## src/rtl/frs_pkg.sv

```systemverilog
package frs_pkg;

  typedef enum logic [2:0] {
    FRS_OK       = 3'd0,
    FRS_E_LEN    = 3'd1,
    FRS_E_WIP    = 3'd2,
    FRS_E_BUSY   = 3'd3,
    FRS_E_CMD_TO = 3'd4,
    FRS_E_FIFO   = 3'd5,
    FRS_E_SEM    = 3'd6,
    FRS_E_RD_TO  = 3'd7
  } frs_err_e;

  localparam logic [7:0] FRS_OP_STATUS    = 8'h05;
  localparam logic [7:0] FRS_OP_FAST_READ = 8'h0B;
  localparam logic [3:0] FRS_READ_ADDR_B  = 4'd4;
  localparam logic [8:0] FRS_STATUS_RD_B  = 9'd4;

  typedef enum logic [3:0] {
    S_IDLE, S_SEM, S_PLAN, S_FL_CHK, S_FL_POP, S_FL_WAIT,
    S_ST_CMD, S_ST_POLL, S_ST_GET, S_WIP, S_RD_CMD, S_RD_POLL,
    S_DRAIN, S_NEXT, S_REL, S_FIN
  } frs_state_e;

  typedef enum logic [1:0] {
    RT_STATUS,
    RT_WIP,
    RT_NEXT
  } frs_ret_e;

endpackage

```

## src/rtl/frs_chunk_plan.sv

```systemverilog
module frs_chunk_plan #(
  parameter int FIFO_BYTES = 128,
  parameter int LEN_W      = 16,
  localparam int OFF_W     = $clog2(FIFO_BYTES),
  localparam int CW        = OFF_W + 1
) (
  input  logic [OFF_W-1:0] addr_lo,
  input  logic [LEN_W-1:0] remain,
  output logic [CW-1:0]    chunk_len,
  output logic             chunk_bad
);
  logic [CW-1:0] room;

  always_comb begin
    room = CW'(FIFO_BYTES) - CW'(addr_lo);
    if (remain < LEN_W'(room)) chunk_len = CW'(remain);
    else                       chunk_len = room;
    chunk_bad = (chunk_len == '0) || (chunk_len > CW'(FIFO_BYTES)) ||
                (chunk_len[1:0] != 2'b00);
  end
endmodule

```

## src/rtl/frs_poll_limit.sv

```systemverilog
module frs_poll_limit #(
  parameter int PCW = 8
) (
  input  logic           clk,
  input  logic           rst_n,
  input  logic           clr,
  input  logic           step,
  input  logic [PCW-1:0] limit,
  output logic           last
);
  logic [PCW-1:0] cnt_q, cnt_d;
  logic           cnt_en;

  always_comb begin
    cnt_en = clr | step;
    cnt_d  = clr ? '0 : cnt_q + PCW'(1);
  end

  always_ff @(posedge clk or negedge rst_n) begin
    if (!rst_n)      cnt_q <= '0;
    else if (cnt_en) cnt_q <= cnt_d;
  end

  assign last = (cnt_q == limit - PCW'(1));
endmodule

```

## src/rtl/frs_word_swap.sv

```systemverilog
module frs_word_swap #(
  parameter int NBYTES = 4
) (
  input  logic [8*NBYTES-1:0] din,
  output logic [8*NBYTES-1:0] dout
);
  for (genvar i = 0; i < NBYTES; i++) begin : g_byte
    assign dout[8*i +: 8] = din[8*(NBYTES-1-i) +: 8];
  end
endmodule

```

## src/rtl/flash_rd_seq.sv

```systemverilog
module flash_rd_seq
  import frs_pkg::*;
#(
  parameter int FIFO_BYTES = 128,
  parameter int LEN_W      = 16,
  parameter int FCNT_W     = 6,
  parameter int SEM_TRIES  = 500,
  parameter int CHECK_MAX  = 10000,
  parameter int BLOCK_MAX  = 1000000
) (
  input  logic              clk,
  input  logic              rst_n,
  input  logic              start,
  input  logic [23:0]       start_addr,
  input  logic [LEN_W-1:0]  start_len,
  output logic              done,
  output logic [2:0]        err_code,
  output logic              out_valid,
  output logic [31:0]       out_word,
  output logic              sem_rd,
  input  logic              sem_locked,
  output logic              sem_rel,
  output logic              cmd_go,
  output logic [7:0]        cmd_op,
  output logic [8:0]        cmd_rd_bytes,
  output logic [3:0]        cmd_addr_bytes,
  output logic [23:0]       cmd_addr,
  input  logic              cmd_active,
  input  logic [FCNT_W-1:0] fifo_cnt,
  input  logic [31:0]       fifo_rdata,
  output logic              fifo_pop
);
  localparam int OFF_W = $clog2(FIFO_BYTES);
  localparam int CW    = OFF_W + 1;
  localparam int MAX_A = (SEM_TRIES > CHECK_MAX) ? SEM_TRIES : CHECK_MAX;
  localparam int MAX_L = (MAX_A > BLOCK_MAX) ? MAX_A : BLOCK_MAX;
  localparam int PCW   = $clog2(MAX_L + 1);

  // reset: asynchronous assert, synchronous release
  logic rst_meta_q, rst_sync_n;
  always_ff @(posedge clk or negedge rst_n) begin
    if (!rst_n) begin
      rst_meta_q <= 1'b0;
      rst_sync_n <= 1'b0;
    end else begin
      rst_meta_q <= 1'b1;
      rst_sync_n <= rst_meta_q;
    end
  end

  frs_state_e        state_q, state_d;
  frs_ret_e          ret_q, ret_d;
  frs_err_e          err_q, err_d;
  logic [23:0]       addr_q, addr_d;
  logic [LEN_W-1:0]  rem_q, rem_d;
  logic [CW-1:0]     chunk_q, chunk_d;
  logic [CW-1:0]     words_q, words_d;
  logic [FCNT_W-1:0] flush_q, flush_d;
  logic              retried_q, retried_d;
  logic              wip_q, wip_d;

  logic [CW-1:0]  plan_len;
  logic           plan_bad;
  logic           poll_step, poll_clr, poll_last;
  logic [PCW-1:0] poll_lim;
  frs_state_e     ret_state;

  frs_chunk_plan #(.FIFO_BYTES(FIFO_BYTES), .LEN_W(LEN_W)) u_plan (
    .addr_lo  (addr_q[OFF_W-1:0]),
    .remain   (rem_q),
    .chunk_len(plan_len),
    .chunk_bad(plan_bad)
  );

  frs_poll_limit #(.PCW(PCW)) u_poll (
    .clk  (clk),
    .rst_n(rst_sync_n),
    .clr  (poll_clr),
    .step (poll_step),
    .limit(poll_lim),
    .last (poll_last)
  );

  frs_word_swap #(.NBYTES(4)) u_swap (
    .din (fifo_rdata),
    .dout(out_word)
  );

  always_comb begin
    unique case (ret_q)
      RT_STATUS: ret_state = S_ST_CMD;
      RT_WIP:    ret_state = S_WIP;
      default:   ret_state = S_NEXT;
    endcase
  end

  // next-state and output decode
  always_comb begin
    state_d        = state_q;
    ret_d          = ret_q;
    err_d          = err_q;
    addr_d         = addr_q;
    rem_d          = rem_q;
    chunk_d        = chunk_q;
    words_d        = words_q;
    flush_d        = flush_q;
    retried_d      = retried_q;
    wip_d          = wip_q;
    sem_rd         = 1'b0;
    sem_rel        = 1'b0;
    cmd_go         = 1'b0;
    cmd_op         = FRS_OP_STATUS;
    cmd_rd_bytes   = FRS_STATUS_RD_B;
    cmd_addr_bytes = 4'd0;
    fifo_pop       = 1'b0;
    out_valid      = 1'b0;
    done           = 1'b0;
    poll_step      = 1'b0;
    poll_lim       = PCW'(CHECK_MAX);

    unique case (state_q)
      S_IDLE: begin
        if (start) begin
          addr_d  = start_addr;
          rem_d   = start_len;
          err_d   = FRS_OK;
          state_d = S_SEM;
        end
      end
      S_SEM: begin
        poll_lim = PCW'(SEM_TRIES);
        sem_rd   = 1'b1;
        if (!sem_locked) begin
          state_d = (rem_q == '0) ? S_REL : S_PLAN;
        end else if (poll_last) begin
          err_d   = FRS_E_SEM;
          state_d = S_FIN;
        end else begin
          poll_step = 1'b1;
        end
      end
      S_PLAN: begin
        if (plan_bad) begin
          err_d   = FRS_E_LEN;
          state_d = S_REL;
        end else begin
          chunk_d   = plan_len;
          retried_d = 1'b0;
          ret_d     = RT_STATUS;
          state_d   = S_FL_CHK;
        end
      end
      S_FL_CHK: begin
        if (fifo_cnt == '0) begin
          state_d = ret_state;
        end else begin
          flush_d = fifo_cnt;
          state_d = S_FL_POP;
        end
      end
      S_FL_POP: begin
        fifo_pop = 1'b1;
        flush_d  = flush_q - FCNT_W'(1);
        if (flush_q == FCNT_W'(1)) state_d = S_FL_WAIT;
      end
      S_FL_WAIT: begin
        if (fifo_cnt == '0) begin
          state_d = ret_state;
        end else if (poll_last) begin
          err_d   = FRS_E_FIFO;
          state_d = S_REL;
        end else begin
          poll_step = 1'b1;
        end
      end
      S_ST_CMD: begin
        cmd_go  = 1'b1;
        state_d = S_ST_POLL;
      end
      S_ST_POLL: begin
        if (!cmd_active) begin
          state_d = S_ST_GET;
        end else if (poll_last) begin
          err_d   = FRS_E_CMD_TO;
          state_d = S_REL;
        end else begin
          poll_step = 1'b1;
        end
      end
      S_ST_GET: begin
        if (fifo_cnt == '0) begin
          if (!retried_q) begin
            retried_d = 1'b1;
            ret_d     = RT_STATUS;
            state_d   = S_FL_CHK;
          end else begin
            err_d   = FRS_E_BUSY;
            state_d = S_REL;
          end
        end else begin
          fifo_pop = 1'b1;
          wip_d    = fifo_rdata[24];
          ret_d    = RT_WIP;
          state_d  = S_FL_CHK;
        end
      end
      S_WIP: begin
        if (wip_q) begin
          err_d   = FRS_E_WIP;
          state_d = S_REL;
        end else begin
          state_d = S_RD_CMD;
        end
      end
      S_RD_CMD: begin
        cmd_go         = 1'b1;
        cmd_op         = FRS_OP_FAST_READ;
        cmd_rd_bytes   = 9'(chunk_q);
        cmd_addr_bytes = FRS_READ_ADDR_B;
        words_d        = chunk_q >> 2;
        state_d        = S_RD_POLL;
      end
      S_RD_POLL: begin
        poll_lim = PCW'(BLOCK_MAX);
        if (!cmd_active) begin
          state_d = S_DRAIN;
        end else if (poll_last) begin
          err_d   = FRS_E_RD_TO;
          state_d = S_REL;
        end else begin
          poll_step = 1'b1;
        end
      end
      S_DRAIN: begin
        fifo_pop  = 1'b1;
        out_valid = 1'b1;
        words_d   = words_q - CW'(1);
        if (words_q == CW'(1)) begin
          ret_d   = RT_NEXT;
          state_d = S_FL_CHK;
        end
      end
      S_NEXT: begin
        addr_d  = addr_q + 24'(chunk_q);
        rem_d   = rem_q - LEN_W'(chunk_q);
        state_d = (rem_q == LEN_W'(chunk_q)) ? S_REL : S_PLAN;
      end
      S_REL: begin
        sem_rel = 1'b1;
        state_d = S_FIN;
      end
      S_FIN: begin
        done    = 1'b1;
        state_d = S_IDLE;
      end
      default: state_d = S_IDLE;
    endcase
  end

  assign poll_clr = (state_d != state_q);
  assign cmd_addr = addr_q;
  assign err_code = err_q;

  always_ff @(posedge clk or negedge rst_sync_n) begin
    if (!rst_sync_n) begin
      state_q   <= S_IDLE;
      ret_q     <= RT_STATUS;
      err_q     <= FRS_OK;
      addr_q    <= '0;
      rem_q     <= '0;
      chunk_q   <= '0;
      words_q   <= '0;
      flush_q   <= '0;
      retried_q <= 1'b0;
      wip_q     <= 1'b0;
    end else begin
      state_q   <= state_d;
      ret_q     <= ret_d;
      err_q     <= err_d;
      addr_q    <= addr_d;
      rem_q     <= rem_d;
      chunk_q   <= chunk_d;
      words_q   <= words_d;
      flush_q   <= flush_d;
      retried_q <= retried_d;
      wip_q     <= wip_d;
    end
  end
endmodule

```

## config.mk

```make
export PLATFORM = sky130hd
export DESIGN_NAME = flash_rd_seq
export DESIGN_NICKNAME = d
export VERILOG_FILES = /design/src/rtl/frs_pkg.sv /design/src/rtl/frs_chunk_plan.sv /design/src/rtl/frs_poll_limit.sv /design/src/rtl/frs_word_swap.sv /design/src/rtl/flash_rd_seq.sv
export SDC_FILE = /design/constraint.sdc
export NUM_CORES = 1
export LEC_CHECK = 0
export BUFFER_PORTS_ARGS = -buffer_cell sky130_fd_sc_hd__buf_2
export CAP_MARGIN = 20
export CORE_ASPECT_RATIO = 0.7
export CORE_MARGIN = 2
export CORE_UTILIZATION = 59
export DETAILED_ROUTE_END_ITERATION = 8
export PLACE_DENSITY = 0.87
export REMOVE_ABC_BUFFERS = 1
export SYNTH_ARGS = -nofsm -noshare
export SYNTH_HDL_FRONTEND = slang
export SYNTH_SLANG_ARGS = --single-unit
```

## constraint.sdc

```tcl
create_clock -name clk -period 8.5 [get_ports clk]
set_input_delay 0.425 -clock clk [delete_from_list [all_inputs] [get_ports clk]]
set_output_delay 0.425 -clock clk [all_outputs]
set_load 0.1 [all_outputs]
```

==> results of run 1 <==
[metal layers]
metal | routed length (µm) | vias to the layer above | GRT usage
met4 | 204 | 2 | 0.0772
met1 | 9000 | 3172 | 0.467
met5 | 43 | - | 0.0317
met3 | 2130 | 35 | 0.0930
met2 | 8410 | 381 | 0.449
li1 | - | 3063 | -
[flip-flops by register name (all words and copies together), names as in the netlist]
| name | count |
|---|---|
| chunk_q | 8 |
| cmd_addr | 24 |
| err_code | 3 |
| flush_q | 6 |
| rem_q | 16 |
| ret_q | 2 |
| retried_q | 1 |
| rst_meta_q | 1 |
| rst_sync_n | 1 |
| state_q | 4 |
| u_poll.cnt_q | 20 |
| wip_q | 1 |
| words_q | 8 |
[metrics by stage]
| step | instance area [µm²] | hold WS, ns |
|---|---|---|
| after global routing | 7660 | 0.287 |
| after CTS | 7630 | 0.280 |
| after floorplan | 6570 | 0.129 |
| after detailed placement | 7300 | 0.212 |
| after global placement | 7300 | 0.212 |
| final | 7660 | 0.277 |
[cells in the final DEF, fill, tap and decap left out, types with 6 or more instances in the layout]
master / count
a211oi_1: 13
a21o_1: 8
a21oi_1: 51
a31oi_1: 7
and2_1: 6
and3_1: 16
and4_1: 6
buf_2: 97
clkbuf_16: 9
conb_1: 10
dfrtp_1: 94
ha_1: 29
inv_1: 36
nand2_1: 67
nand2b_1: 12
nand3_1: 30
nand4_1: 18
nor2_1: 67
nor2b_1: 8
nor3_1: 26
nor3_2: 19
nor4_1: 8
o211ai_1: 15
o21a_1: 8
o21ai_0: 33
o22ai_1: 13
o311ai_0: 11
or4_1: 6
xnor2_1: 13
xor2_1: 22
[worst register-to-register path: cells and delay by family (launching register included)]
family | cells | cell delay [ns]
xor+xnor | 1 | 0.23
compound gates | 2 | 0.67
flops | 1 | 0.46
mux | 2 | 0.87
fa+ha+maj | 2 | 0.56
buf+inv | 1 | 0.17
simple gates | 3 | 0.65
[logic make-up (layout without fill, tap and decap cells)]
| logic type | count (synthesis) | in the layout | share of synthesized area |
|---|---|---|---|
| adder cells (fa/ha/maj) | 31 | 31 | 0.0573 |
| flip-flops | 95 | 95 | 0.338 |
| buffers and inverters | 116 | 158 | 0.0898 |
| multiplexers | 10 | 10 | 0.0151 |
| AO/OA/AOI/OAI | 209 | 209 | 0.205 |
| AND/OR/NAND/NOR | 322 | 322 | 0.250 |
| other | 2 | 10 | 0.00107 |
| XOR/XNOR | 35 | 35 | 0.0436 |
[cell type report]
cell class | instances | area, µm²
Inverter | 37 | 139
Timing Repair Buffer | 105 | 561
Sequential cell | 95 | 2380
Clock inverter | 7 | 95.1
Multi-Input combinational cell | 617 | 4060
Tap cell | 157 | 196
Clock buffer | 9 | 225
Fill cell | 972 | 4030
[where the power goes]
part	leakage (nW)	internal (mW)	switching, mW
combinational	2.01	0.606	1.43
sequential	1.18	0.615	0.280
clock	0.156	0.258	0.184
[worst paths after layout]
path                                          from                       to  slack [ns]  depth (start not counted)
min reg2reg                   rst_sync_n$_DFF_PN0_    rem_q[10]$_DFFE_PN0P_        0.29                          0
min                                  start_len[11]    rem_q[11]$_DFFE_PN0P_        0.28                          2
max                        cmd_addr[1]$_DFFE_PN0P_  err_code[2]$_DFFE_PN0P_        4.77                         11
max reg2reg                cmd_addr[1]$_DFFE_PN0P_  err_code[2]$_DFFE_PN0P_        4.77                         11
max in group asynchronous     rst_sync_n$_DFF_PN0_   words_q[0]$_DFFE_PN0P_        7.09                          1
min in group asynchronous     rst_sync_n$_DFF_PN0_    rem_q[10]$_DFFE_PN0P_        0.29                          0
[timing repair]
action	4_1_cts	5_1_grt
hold buffers	1	0
hold endpoints to repair	2	0
resized for setup	0	0
==> run_results.csv, run 1 <==
group,metric,value,unit
sta,setup_viol,0,
critical_path,cpMaxStageDelayCell,"o2111a_1",
sta,fin_crit_sh,0.439,
logic_synthesis,synth_common_cells,"dfrtp_1 (95), nor2_1 (68), nand2_1 (67), a21oi_1 (51), buf_4 (43)",
detailed_routing,antenna_left,0,
placed_design,place_inst,1008,
sta,tightest_slew,0.888,ns
finish,syn2layout_area_growth,8.82,%
cts,clk_pin_slew,0.07,ns
logic_synthesis,synth_cells,820,
cts,cts_tree,"built",
cts,htreeDepth,3,
die,dieWidth,135,µm
logic_synthesis,synth_most_common_cell,"dfrtp_1",
detailed_routing,drtIter0Drc,792,
pwr,total_power,3.37,mW
global_route,grt_usage,0.316,
sta,timing.fmax,268,MHz
critical_path,critPathTopFamily,"multiplexers",
placed_design,hpwl,14500,µm
logic_synthesis,yosys.area.top_type_share,0.338,
global_route,grt_remaining_overflow,0,
finish,instances_no_fill,1027,
detailed_routing,num_vias,6653,
die,io_pins,169,
finish,layout.nets,979,
sta,finClkSkew,0.00981,ns
hold_path,hold_class,"in -> reg",
placed_design,dp_slack,4.80,ns
cts,clockBufferDepth,2,
die,die_h,95.4,µm
die,initial_core_util,0.602,
logic_synthesis,synth.avg_cell_area,8.58,µm²
die,fp.dieArea,0.0128,mm²
detailed_routing,drcViolationCount,0,
job,drv_cap,0,
logic_synthesis,ys_types,77,
status,status,"finished clean",
critical_path,path_class,"reg -> reg",
critical_path,cp.required,8.74,ns
pwr,irDropWorstVdd,414,µV
placed_design,place_congestion,0.969,
global_route,grt_pass1_wl,31500,µm
critical_path,critPathArrivalTime,3.97,ns
pwr,leakage,3.35,nW
critical_path,worst-path-max-fanout,17,
critical_path,critical_path.cell_chain,"inv_1 -> ha_1 -> nor3b_1 -> xor2_1 -> ha_1 -> and4_1 -> a21oi_1 -> o2111a_1 -> mux2_2 -> nand4_1 -> mux2_2",
detailed_routing,wire_per_inst,19.3,µm
global_route,grt_pass1_vias,6049,
critical_path,startpoint_type,"flop",
sta,min_period,3.73,ns
pwr,power_density,441,mW/mm²
detailed_routing,dr.pass1.iters,6,
logic_synthesis,ys_top_cells_by_area,"dfrtp_1 (34%), ha_1 (5.2%), buf_4 (4.6%), a21oi_1 (3.6%), nor2_1 (3.6%)",
critical_path,slowest_delay,0.52,ns
placed_design,io_buffers,97,
sta,rsz0062_at_grt,"no",
logic_synthesis,yosys.area.top_type,"dfrtp_1",
logic_synthesis,synth_seq_area_share,0.338,
die,coreArea,0.0117,mm²
logic_synthesis,synthArstFlopShare,1.00,
critical_path,crit_buf_inv,1,
sta,setup_ws,4.77,ns
critical_path,endpoint_kind,"flop",
finish,finish.utilization,0.655,
finish,drive_gt1_frac,0.185,
cts,clock_sinks,95,
cts,cts_setup_buffers,0,
sta,slew_headroom,0.407,
cts,clk_latency,0.36,ns
logic_synthesis,synth_edf_count,0,
logic_synthesis,synth_ff_type,"dfrtp_1",
global_route,antenna_found_initial,0,
cts,cts_buffers,9,
logic_synthesis,synth-seq-cells,95,
sta,slew_violations,0,
logic_synthesis,synth_warnings,0,
detailed_routing,vias_per_cell,6.48,
detailed_routing,routed_wirelength,19800,µm
cts,cts-root-buf,"clkbuf_16",
logic_synthesis,syn_area,0.00704,mm²
global_route,grt_start_max_net_pins,59,
finish,diodes,0,
die,row_count,33,
sta,setup_tns,0,ns
sta,finalHoldViolCount,0,
Power figures use the tool's default switching activity.
==> inputs of run 2 (changes only) <==
CORE_UTILIZATION = 55   (was 59)
PLACE_DENSITY = 0.82   (was 0.87)
clock period = 3.6 ns   (was 8.5 ns; I/O delays follow)
==> run 2 against run 1 <==
  * Clock skew decreased by 0.0023 ns
  * Worst hold slack worse by 0.24 ns
  * Cell count is 1.9% higher
  * Sequential share of layout area shrank 0.40 points
  * Clock power is 140% higher
  * Critical path depth shrank 1
  * Non-clock buffer count increased by 14
  * Die area grew 7.0%
  * Clock-buffer cell count rose by 2
  * Critical endpoint unchanged
  * Largest cell class unchanged
  * Highest routed layer is now met4
==> run_results.csv, run 2 (synthesized netlist as in run 1, its figures left out) <==
group,metric,value,unit
status,status,"finished clean",
pwr,power_density,1030,mW/mm²
hold_path,whs_path_depth,2,
global_route,grt_pass1_vias,6043,
sta,setup_tns,0,ns
critical_path,cpMaxStageDelayCell,"dfrtp_1",
pwr,swShare,0.557,
sta,tightest_slew,0.744,ns
global_route,grt_start_max_net_pins,41,
pwr,switchingPower,4.46,mW
placed_design,place_congestion,0.995,
pwr,irDropWorstVdd,776,µV
detailed_routing,vias_per_cell,6.37,
critical_path,startpoint_type,"flop",
die,dieWidth,139,µm
detailed_routing,wire_per_inst,19.1,µm
critical_path,reg2regPathDepth,10,
finish,layout.nets,993,
job,drv_cap,0,
finish,drive_gt1_frac,0.198,
pwr,power.internal,3.54,mW
placed_design,io_buffers,97,
sta,setup_viol,0,
hold_path,hold_end,"rem_q[11]$_DFFE_PN0P_",
cts,htreeDepth,3,
detailed_routing,num_vias,6667,
pwr,p_seq_frac,0.249,
die,fp.dieArea,0.0137,mm²
global_route,grt_usage,0.290,
detailed_routing,wl_met2,7880,µm
cts,cts_tree,"built",
placed_design,place_inst,1028,
critical_path,slowest_delay,0.46,ns
cts,cts_buffers,9,
critical_path,cp.required,3.84,ns
pwr,power_frac_clock,0.130,
finish,largest_reg_flops,24,
detailed_routing,top_layer,"met4",
hold_path,hold_class,"in -> reg",
die,initial_core_util,0.565,
sta,fin_crit_sh,0.918,
sta,slew_headroom,0.502,
detailed_routing,drtIter0Drc,566,
finish,layout_commonest_cell,"buf_2",
critical_path,rr_startpoint,"cmd_addr[4]$_DFFE_PN0P_",
pwr,p_comb_frac,0.621,
finish,instances_no_fill,1046,
critical_path,r2r_end,"err_code[2]$_DFFE_PN0P_",
detailed_routing,drcViolationCount,0,
die,die_h,98.6,µm
detailed_routing,dr.pass1.iters,6,
sta,rsz0062_at_grt,"no",
finish,syn2layout_area_growth,10.2,%
detailed_routing,met1_length,9430,µm
global_route,antenna_found_initial,0,
sta,finClkSkew,0.00753,ns
cts,clk_latency,0.35,ns
die,io_pins,169,
critical_path,worst-path-max-fanout,17,
sta,min_period,3.30,ns
sta,slew_violations,0,
global_route,grt_pass1_wl,31800,µm
detailed_routing,routed_wirelength,20000,µm
detailed_routing,antenna_left,0,
pwr,total_power,8.00,mW
pwr,leakage,3.39,nW
cts,cts-root-buf,"clkbuf_16",
die,row_count,34,
placed_design,hpwl,14700,µm
critical_path,critical_path.cell_chain,"nor4_1 -> nand2b_1 -> or3_1 -> ha_1 -> and4_1 -> a21oi_1 -> o2111a_1 -> mux2_4 -> nand4_1 -> mux2_2",
critical_path,r2r_slack,0.30,ns
sta,finalHoldViolCount,0,
finish,fillers,1080,
finish,diodes,0,
cts,clk_pin_slew,0.07,ns
cts,clockBufferDepth,2,
sta,timing.fmax,303,MHz
hold_path,holdCritStartpoint,"start_len[11]",
critical_path,endpoint_kind,"flop",
critical_path,critPathArrivalTime,3.54,ns
global_route,grt_remaining_overflow,0,
die,coreArea,0.0125,mm²
cts,clock_sinks,95,
critical_path,path_class,"reg -> reg",
detailed_routing,wl_met3,2350,µm
finish,final_cell_mix,"buf_2 (97), dfrtp_1 (94), nand2_1 (67), nor2_1 (67), a21oi_1 (51)",
-- run 2: cell types whose count changed in the layout (fill, tap and decap cells not counted), sizes merged --
cell / before / now
buf: 103 / 117
clkbuf: 9 / 12
clkinv: 3 / 1
clkinvlp: 1 / 2
dlymetal6s2s: 1 / 0
inv: 38 / 37
-- run 2: repair_timing --
action / 4_1_cts / 5_1_grt
buffers inserted: 0 / 0
endpoints found under the hold margin: 2 / 0
gates resized for setup: 0 / 2
hold buffers: 1 / 0
endpoints found under the setup margin: 0 / 3
-- run 2: worst max path at each step --
| stage | start | slack [ns] | to |
|---|---|---|---|
| 2_1_floorplan | state_q[3]$_DFF_PN0_ | -2.14 | cmd_rd_bytes[2] |
| 3_3_place_gp | cmd_addr[4]$_DFFE_PN0P_ | 0.33 | err_code[1]$_DFFE_PN0P_ |
| 3_5_place_dp | cmd_addr[1]$_DFFE_PN0P_ | 0.25 | err_code[2]$_DFFE_PN0P_ |
| 4_1_cts | cmd_addr[1]$_DFFE_PN0P_ | 0.20 | err_code[2]$_DFFE_PN0P_ |
| 5_1_grt | cmd_addr[1]$_DFFE_PN0P_ | 0.08 | err_code[0]$_DFFE_PN0P_ |
| 6_report | cmd_addr[4]$_DFFE_PN0P_ | 0.30 | err_code[2]$_DFFE_PN0P_ |
-- run 2: worst max-delay path, delay by kind of cell, from the launching register on --
kind            cells  cell delay, ns
simple gates        5            1.28
mux                 2            0.76
compound gates      2            0.40
fa+ha+maj           1            0.29
flops               1            0.46
-- run 2: routing by layer --
metal,GRT usage,up-vias
met1,0.441,3161
met4,0.0808,0
met2,0.377,382
li1,-,3091
met5,0.0211,-
met3,0.111,33
-- run 2: power by group through the flow --
| stage | sequential [mW] | combinational (mW) | clock, mW |
|---|---|---|---|
| 2_1_floorplan | 2.95 | 2.74 | 0 |
| 3_3_place_gp | 1.98 | 4.82 | 0 |
| 3_5_place_dp | 1.99 | 4.88 | 0 |
| 4_1_cts | 1.98 | 4.90 | 1.05 |
| 5_1_grt | 2.05 | 5.34 | 1.10 |
| 6_report | 1.99 | 4.97 | 1.04 |
-- run 2: per-stage QoR --
| step | util | worst slack, ns | cell area [µm²] | hold WS (ns) |
|---|---|---|---|---|
| after detailed placement | 0.595 | 0.255 | 7420 | -0.0319 |
| after global routing | 0.622 | 0.0763 | 7760 | 0.0404 |
| after global placement | 0.595 | 0.335 | 7420 | -0.0339 |
| after CTS | 0.621 | 0.203 | 7740 | 0.0286 |
| final | 0.622 | 0.296 | 7760 | 0.0339 |
| after floorplan | - | -2.14 | 6570 | -0.116 |
-- run 2: final cells by class --
type,instances,area (µm²),area share
clock buffers,11,233,0.0300
well taps,162,203,0.0261
clock inverters,5,83.8,0.0108
inverters,37,139,0.0179
multi-input cells,617,4070,0.524
flip-flops and latches,95,2380,0.307
repair buffers,119,651,0.0839
==> inputs of run 3 (changes only) <==
CORE_UTILIZATION = 56   (was 55)
SYNTH_HIERARCHICAL = 1   (was unset)
==> run 3 against run 2 <==
  * The run now ends with negative setup slack left
  * Worst setup slack got worse by 1.6 ns
  * Clock-buffer cell count rose by 1
  * Utilization rose by 13 points
  * Routed wire length rose by 32%
  * Critical path type unchanged
  * Critical endpoint is now u_poll/cnt_q[11]$_DFFE_PN0P_
==> run_results.csv, run 3 <==
group,metric,value,unit
logic_synthesis,syn_area,0.00778,mm²
critical_path,path_class,"reg -> reg",
critical_path,cp.required,3.83,ns
pwr,leakage,4.56,nW
sta,setup_viol,26,
logic_synthesis,synth_seq_area_share,0.306,
sta,rsz0062_at_grt,"yes",
sta,finClkSkew,0.00850,ns
global_route,grt_pass1_wl,40200,µm
critical_path,critPathArrivalTime,5.18,ns
critical_path,startpoint_type,"flop",
logic_synthesis,yosys.area.top_type,"dfrtp_1",
global_route,grt_remaining_overflow,0,
cts,cts_tree,"built",
finish,drive_gt1_frac,0.300,
cts,htreeDepth,3,
die,initial_core_util,0.582,
detailed_routing,dr.pass1.iters,6,
logic_synthesis,synth_cells,961,
sta,fin_crit_sh,1.37,
logic_synthesis,synth_most_common_cell,"nor2_1",
die,io_pins,169,
sta,timing.fmax,202,MHz
finish,finish.utilization,0.749,
cts,clock_sinks,95,
logic_synthesis,ys_types,90,
detailed_routing,drtIter0Drc,858,
finish,syn2layout_area_growth,28.6,%
die,coreArea,0.0134,mm²
cts,clk_pin_slew,0.07,ns
detailed_routing,antenna_left,0,
status,status,"finished, violations left",
sta,tightest_slew,0.727,ns
cts,cts-root-buf,"clkbuf_16",
global_route,grt_start_max_net_pins,80,
finish,layout_commonest_cell,"buf_4",
logic_synthesis,synth_warnings,6,
critical_path,r2r_slack,-1.35,ns
logic_synthesis,synth.avg_cell_area,8.09,µm²
hold_path,holdCritStartpoint,"start_addr[11]",
placed_design,place_inst,1305,
placed_design,hpwl,18400,µm
die,row_count,35,
detailed_routing,vias_per_cell,6.21,
die,dieWidth,145,µm
die,die_h,103,µm
global_route,grt_usage,0.348,
global_route,antenna_found_initial,0,
logic_synthesis,synthArstFlopShare,1.00,
sta,finalHoldViolCount,0,
logic_synthesis,synth_edf_count,0,
cts,clockBufferDepth,2,
critical_path,worst-path-max-fanout,3,
critical_path,critPathTopFamily,"simple AND/OR/NAND/NOR gates",
pwr,power_density,968,mW/mm²
logic_synthesis,synth_common_cells,"nor2_1 (105), dfrtp_1 (95), nand2_1 (84), inv_1 (46), o21ai_0 (46)",
detailed_routing,wire_per_inst,19.6,µm
cts,cts_buffers,9,
sta,slew_headroom,0.514,
pwr,total_power,9.68,mW
logic_synthesis,ys_top_cells_by_area,"dfrtp_1 (31%), nor2_1 (5.1%), ha_1 (4.8%), buf_4 (4.2%), nand2_1 (4.1%)",
finish,largest_reg_flops,24,
cts,clk_latency,0.35,ns
critical_path,critical_path.cell_chain,"nor2b_4 -> nand3_2 -> or4_4 -> or3_4 -> or3_4 -> o31ai_4 -> nand4_1 -> a2111oi_4 -> inv_2 -> buf_6 -> nand2_4 -> o32ai_4 -> a211oi_2 -> a21o_1 -> a211o_1 -> o21a_1 -> nand3_2 -> buf_6 -> buf_6 -> nor3_4 -> nand3_1 -> xor2_1 -> nor2_1",
hold_path,hold_end,"cmd_addr[11]$_DFFE_PN0P_",
critical_path,reg2regPathDepth,23,
hold_path,hold_class,"in -> reg",
sta,setup_ws,-1.35,ns
status,violations,"negative setup slack",
sta,min_period,4.95,ns
critical_path,slowest_delay,0.51,ns
critical_path,cpMaxStageDelayCell,"or4_4",
die,fp.dieArea,0.0149,mm²
critical_path,rr_startpoint,"state_q[3]$_DFF_PN0_",
critical_path,path_depth,23,
finish,instances_no_fill,1343,
finish,layout.nets,1268,
detailed_routing,drcViolationCount,0,
placed_design,place_congestion,0.994,
pwr,irDropWorstVdd,700,µV
global_route,grt_pass1_vias,7449,
sta,hold-worst-slack,0.0380,ns
placed_design,io_buffers,97,
critical_path,cpMostUsedCell,"buf_6",
critical_path,r2r_end,"u_poll/cnt_q[11]$_DFFE_PN0P_",
finish,diodes,0,
logic_synthesis,synth_ff_type,"dfrtp_1",
logic_synthesis,synth-seq-cells,95,
hold_path,whs_path_depth,3,
critical_path,crit_buf_inv,4,
job,drv_cap,0,
finish,final_cell_mix,"buf_4 (120), buf_2 (98), nor2_1 (97)",
detailed_routing,routed_wirelength,26300,µm
sta,slew_violations,0,
critical_path,endpoint_kind,"flop",
logic_synthesis,yosys.area.top_type_share,0.306,
detailed_routing,num_vias,8336,
-- run 3: changes by cell type after synthesis, moves of 11 or more --
cell / change
o21ai_0: +13
nor3_2: -19
nand2_1: +17
buf_2: +11
xnor2_1: +19
nor2_1: +37
-- run 3: cell families after synthesis --
family          Yosys count  synth area share
mux                      18            0.0240
compound gates          243             0.218
flops                    95             0.306
xor+xnor                 56            0.0631
other cells               2          0.000965
simple gates            379             0.246
fa+ha+maj                32            0.0534
buf+inv                 136            0.0893
-- run 3: routing by layer --
metal  track usage  part of all wire  wire (µm)  vias to the layer above
met5        0.0197                 0          0                        -
met4        0.0702             0.016        427                        0
met3         0.105              0.12       3160                       43
met2         0.465              0.41      10700                      523
met1         0.547              0.46      12000                     3979
li1              -                 -          -                     3791
-- run 3: stage by stage --
stage	setup WS, ns	TNS (ns)	instance area (µm²)
CTS	-1.34	-25.78	9630
floorplan	-2.63	-78.69	7390
detailed placement	-1.61	-32.15	8990
finish	-1.35	-24.45	10000
global route	-1.54	-29.23	10000
global placement	-1.29	-24.30	8990
-- run 3: how the worst max path moves through the flow --
stage               slack, ns               startpoint                           end
global route            -1.54     state_q[3]$_DFF_PN0_  u_poll/cnt_q[11]$_DFFE_PN0P_
finish                  -1.35     state_q[3]$_DFF_PN0_  u_poll/cnt_q[11]$_DFFE_PN0P_
global placement        -1.29     state_q[3]$_DFF_PN0_  u_poll/cnt_q[11]$_DFFE_PN0P_
CTS                     -1.34     state_q[2]$_DFF_PN0_  u_poll/cnt_q[15]$_DFFE_PN0P_
floorplan               -2.63  cmd_addr[1]$_DFFE_PN0P_  u_poll/cnt_q[17]$_DFFE_PN0P_
detailed placement      -1.61     state_q[2]$_DFF_PN0_  u_poll/cnt_q[11]$_DFFE_PN0P_
-- run 3: what timing repair did --
action	CTS	global route
resized for setup	47	52
hold endpoints to repair	2	0
gates cloned	1	1
setup buffers	7	12
pin swaps	30	39
hold buffers	1	0
endpoints found under the setup margin	30	30
-- run 3: worst reg2reg max path, delay by kind of cell (launching register included) --
kind            cells  cell delay, ns
flops               1            0.39
xor+xnor            1            0.19
compound gates      7            1.44
buf+inv             4            0.52
simple gates       11            2.29
-- run 3: cell type report --
cell class / instances / area, µm²
multi-input combinational: 764 / 5240
fill: 1012 / 3360
sequential: 95 / 2380
timing repair buffer: 236 / 1640
clock buffer: 12 / 256
tap: 185 / 231
inverter: 47 / 176
clock inverter: 4 / 77.6
-- run 3: where the power goes --
part | switching (mW) | internal (mW) | leakage (nW)
Clock | 0.425 | 0.650 | 0.163
Combinational | 4.43 | 2.33 | 3.23
Sequential | 0.382 | 1.46 | 1.17
Total | 5.23 | 4.44 | 4.56
